<file path="src/rtl/stress_pattern_gen.sv">
module stress_pattern_gen #(
  parameter int CHAN_W   = 6,
  parameter int NUM_CHAN = 3,
  parameter int CTRL_W   = 3,
  parameter int DIV_W    = 4
) (
  input  logic                                  clk,
  input  logic                                  rst,
  input  logic                                  enable,
  output logic [NUM_CHAN*CHAN_W+CTRL_W-1:0]     pixel_word
);
  localparam int COLOR_W = NUM_CHAN * CHAN_W;

  logic [DIV_W-1:0]  phase;
  logic [CHAN_W-1:0] chan_val;

  always_ff @(posedge clk) begin
    if (rst)         phase <= '0;
    else if (enable) phase <= phase + 1'b1;
  end

  // lowest channel bit takes the slowest divider tap
  genvar b, c;
  generate
    for (b = 0; b < CHAN_W; b++) begin : g_bit
      if (b < DIV_W) begin : g_wave
        assign chan_val[b] = phase[DIV_W-1-b];
      end else begin : g_low
        assign chan_val[b] = 1'b0;
      end
    end
    for (c = 0; c < NUM_CHAN; c++) begin : g_chan
      assign pixel_word[c*CHAN_W +: CHAN_W] = chan_val;
    end
  endgenerate

  assign pixel_word[COLOR_W +: CTRL_W] = '1;
endmodule


</file>
<file path="config.mk">
export PLATFORM = sky130hd
export DESIGN_NAME = stress_pattern_gen
export DESIGN_NICKNAME = d
export VERILOG_FILES = /design/src/rtl/stress_pattern_gen.sv
export SDC_FILE = /design/constraint.sdc
export NUM_CORES = 1
export LEC_CHECK = 0
export BUFFER_PORTS_ARGS = -buffer_cell sky130_fd_sc_hd__buf_2
export CAP_MARGIN = 20
export CORE_AREA = 2 2 39 41
export DETAILED_ROUTE_END_ITERATION = 12
export DIE_AREA = 0 0 41 43
export PLACE_DENSITY = 0.51
export SYNTH_ARGS = -nofsm -noshare
export SYNTH_HDL_FRONTEND = slang
export SYNTH_SLANG_ARGS = --single-unit
</file>
<file path="constraint.sdc">
create_clock -name clk -period 1.9 [get_ports clk]
set_input_delay 0.19 -clock clk [delete_from_list [all_inputs] [get_ports clk]]
set_output_delay 0.19 -clock clk [all_outputs]
set_load 0.1 [all_outputs]
</file>
==> results.md <==
Logic synthesis:
- The gate count of the mapped netlist is 35.
- The synthesized netlist occupies a cell area of 314 um^2.
- In the post-synthesis netlist, the biggest area contributors are sky130_fd_sc_hd__buf_4 (41%), sky130_fd_sc_hd__dfxtp_1 (25%), sky130_fd_sc_hd__mux2_4 (4.8%), sky130_fd_sc_hd__ha_1 (4.0%), sky130_fd_sc_hd__nand4_2 (4.0%).
- Counting flops with a built-in enable in the synthesized netlist gives 0.
- Of the synthesized area, sequential elements account for 0.255.
- Of all flip-flops after synthesis, the portion carrying an async set or reset was 0.
- After synthesis, the mean cell area works out to 8.97 um^2.
- The top cell type's share of synthesized area is 0.406.
- Ranked by instance count, the synthesized netlist is headed by sky130_fd_sc_hd__buf_4 (17), sky130_fd_sc_hd__dfxtp_1 (4), sky130_fd_sc_hd__nor2_1 (3).
- The distinct cell type count after synthesis is 13.
- The most common flop cell mapped by yosys is sky130_fd_sc_hd__dfxtp_1.
- The number of storage elements in the synthesis netlist is 4.
- The cell with the most instances after synthesis is sky130_fd_sc_hd__buf_4.
- The largest area contributor in the netlist is sky130_fd_sc_hd__buf_4.
- Yosys printed 0 warnings.

CTS:
- The number of hold buffers added after CTS was 0.
- The cell chosen for the clock root is sky130_fd_sc_hd__clkbuf_4.
- TritonCTS built the clock tree.
- Post-CTS repair changed the size of 0 cells.
- The number of clock buffers added by TritonCTS is 3.
- The clock tree buffer depth is 2.
- The tree built by TritonCTS fans out to 4 sinks.
- The clock latency of the later-clocked register in the worst-skew pair is 230 ps.
- In this run the number of H-tree levels came out at 1.
- The register clock-pin slew on the reported worst setup and hold paths is 30 ps.
- Buffers added to address setup during post-CTS repair amount to 0.

Floorplanning:
- The initial utilization of the core area, before any placement, comes to 0.227.
- The standard cell core area is 1380 um^2.
- The number of placement rows is 14.
- From left edge to right edge, the die measures 41 um.
- The die covers 1760 um^2.
- From bottom edge to top edge, the die measures 43 um.
- The number of primary I/O pins is 24.

Setup path:
- The depth of the worst register-to-register path is 3.
- Data on the critical path is required at its endpoint by 1710 ps.
- By startpoint and endpoint, the worst setup path is classified as reg2out.
- The number of gates on the worst path with buffers counted is 1.
- The largest single stage delay on the critical path is 470 ps.
- The worst setup path is captured at a primary output.
- The arrival time of data at the critical path endpoint is 1130 ps.
- The largest delay contributor family on the critical path is buffers and inverters.
- In this run the critical register-to-register path is captured at phase[1].
- Together, buffers and inverters on the worst path number 1.
- The reg2reg setup slack is around 900 ps.
- STA classifies the critical path startpoint as a register.
- Of all nets on the critical path, the largest fanout is 6.
- The critical path goes through buf_2.
- Among all stages on the critical path, the largest delay is contributed by sky130_fd_sc_hd__buf_2.
- The launch point of the worst reg-to-reg path is phase[0].

STA:
- After layout, the worst setup slack is 583 ps.
- The final setup TNS is 0 ps.
- The routed design could run at a clock period as short as 1320 ps.
- Static timing analysis puts the maximum clock frequency at 0.759 GHz.
- The count of pins over their slew limit was 0.
- Setup repair after global routing left no endpoint under its margin.
- In the finished design, the share of the clock period the worst path needs comes to 0.693.
- Across the routed clock network, the largest skew measured is 1.32 ps.
- The setup-violating endpoint count in the final report is 0.
- The worst hold margin is between 150 and 200 ps.
- The number of hold-slack violations in the final timing report is 0.

Power and ir drop:
- The maximum ir drop on the vdd rail is 239 uV.
- Dividing total power by cell area gives a power density of 1240 nW/um^2.
- For this design the static power due to leakage is 0.199 nW.

Global route:
- The largest net degree at the start of global routing is 7.
- The overall routing resource usage is 0.0631.
- The first global-routing pass estimated ~660 um of wire.
- The number of global-route vias before repair is 160.
- The initial antenna violation count is 0.
- The remaining global-route overflow is 0.

Detailed routing:
- The number of remaining DRC errors is 0.
- The residual antenna-violating net count after detailed routing is 0.
- For this block, the via count after detailed routing is 203.
- Wire segments on met2 add up to 192 um in the final route.
- The total iterations of the first detailed-routing run is 2.
- The detailed-route wire length on metal 1 is 155 um.
- Dividing the detail-routed wire length by the instance count gives 7.24 um.
- In this run, the number of DRC markers left after iteration 0 of detailed routing was 1.
- Signal routing reaches up to met3.
- Summed over all nets, wire length on met3 after detailed routing comes to 72 um.
- Wires add up to 420 um.
- Dividing the detail-routed via count by the number of cells gives between 3 and 4.

Placement:
- The number of port buffers is 14.
- The worst-case setup slack after placement is 811 ps.
- The final RePlAce weighted congestion is 0.497.

Final layout:
- The share of post-route cells with drive strength above 1 is 0.476.
- Registers take 80.1 um^2.
- The count of nets after finishing is 48.
- The multi-input gate area in the final layout is 133 um^2.
- The number of fill cells is 155.
- The number of flip-flops under the largest register name is 4.
- The area growth from synthesis to layout is 3.59%.
- The register with the most flip-flops is phase.
- 0 antenna diodes ended up in the layout.
- In the final layout, the registers with the most flip-flops are phase: 4 flops.

Worst hold path:
- The destination of the worst hold path is phase[0].
- Along the worst hold path, the cell count comes to 2.
- The min-delay analysis places its worst path in the category in2reg.
- The worst hold path begins at rst.

Outcome:
- The run finished with clean final reports.

Run:
- The max-cap check violation count is 0.
[layout make-up]
type / count / share of cell area
Multi-Input combinational cell: 21 / 0.408
Sequential cell: 4 / 0.246
Timing Repair Buffer: 14 / 0.215
Clock buffer: 3 / 0.0692
Tap cell: 16 / 0.0615
[worst max-delay path by stage]
stage                        start             end  slack, ps
after floorplan           phase[0]        phase[1]        210
after global placement    phase[1]   pixel_word[2]        840
after detailed placement  phase[0]   pixel_word[9]        810
after CTS                 phase[0]   pixel_word[9]        550
after global routing      phase[0]  pixel_word[15]        520
final                     phase[0]   pixel_word[9]        580
[stage by stage]
stage,power [mW],instance area [um^2],utilization,instances
6_report,0.403,325,0.235,58
5_1_grt,0.427,325,0.235,58
4_1_cts,0.412,325,0.235,58
3_5_place_dp,0.303,303,0.219,55
3_3_place_gp,0.303,303,0.219,55
2_1_floorplan,0.311,340,-,42
[power by group]
group	switching, mW	total (mW)	internal (mW)
Clock	0.0313	0.102	0.0704
Sequential	0.00715	0.0963	0.0892
Combinational	0.188	0.205	0.0167
Total	0.227	0.403	0.176
[cells in the final DEF (no fill, tap or decap)]
master | netlist | final
sky130_fd_sc_hd__conb_1 | 2 | 9
sky130_fd_sc_hd__a21oi_1 | 1 | 1
sky130_fd_sc_hd__clkbuf_4 | 0 | 3
sky130_fd_sc_hd__nor2_1 | 3 | 3
sky130_fd_sc_hd__nand4_2 | 1 | 1
sky130_fd_sc_hd__buf_2 | 0 | 14
sky130_fd_sc_hd__mux2i_1 | 1 | 1
sky130_fd_sc_hd__dfxtp_1 | 4 | 4
sky130_fd_sc_hd__xnor2_1 | 1 | 1
sky130_fd_sc_hd__a21bo_2 | 1 | 1
sky130_fd_sc_hd__ha_1 | 1 | 1
sky130_fd_sc_hd__nor2b_1 | 1 | 1
sky130_fd_sc_hd__mux2_4 | 1 | 1
sky130_fd_sc_hd__nand3b_1 | 1 | 1
[worst register-to-register path: stages, from the launching register on]
cell and delay, ps:
sky130_fd_sc_hd__dfxtp_1 420, sky130_fd_sc_hd__ha_1 270, sky130_fd_sc_hd__mux2i_1 130, sky130_fd_sc_hd__nor2_1 50
[kinds of logic after synthesis]
group	count (synthesis)	synth area share
compound gates	2	0.0478
xor+xnor	1	0.0279
fa+ha+maj	1	0.0398
buf+inv	17	0.406
flops	4	0.255
mux	2	0.0797
other cells	2	0.0239
simple gates	6	0.120
[routing by layer]
layer	GRT usage	vias up
li1	-	101
met5	0	-
met2	0.0781	16
met3	0.0314	0
met4	0.100	0
met1	0.0541	86
Note: power is estimated with default switching activity, not from simulation.
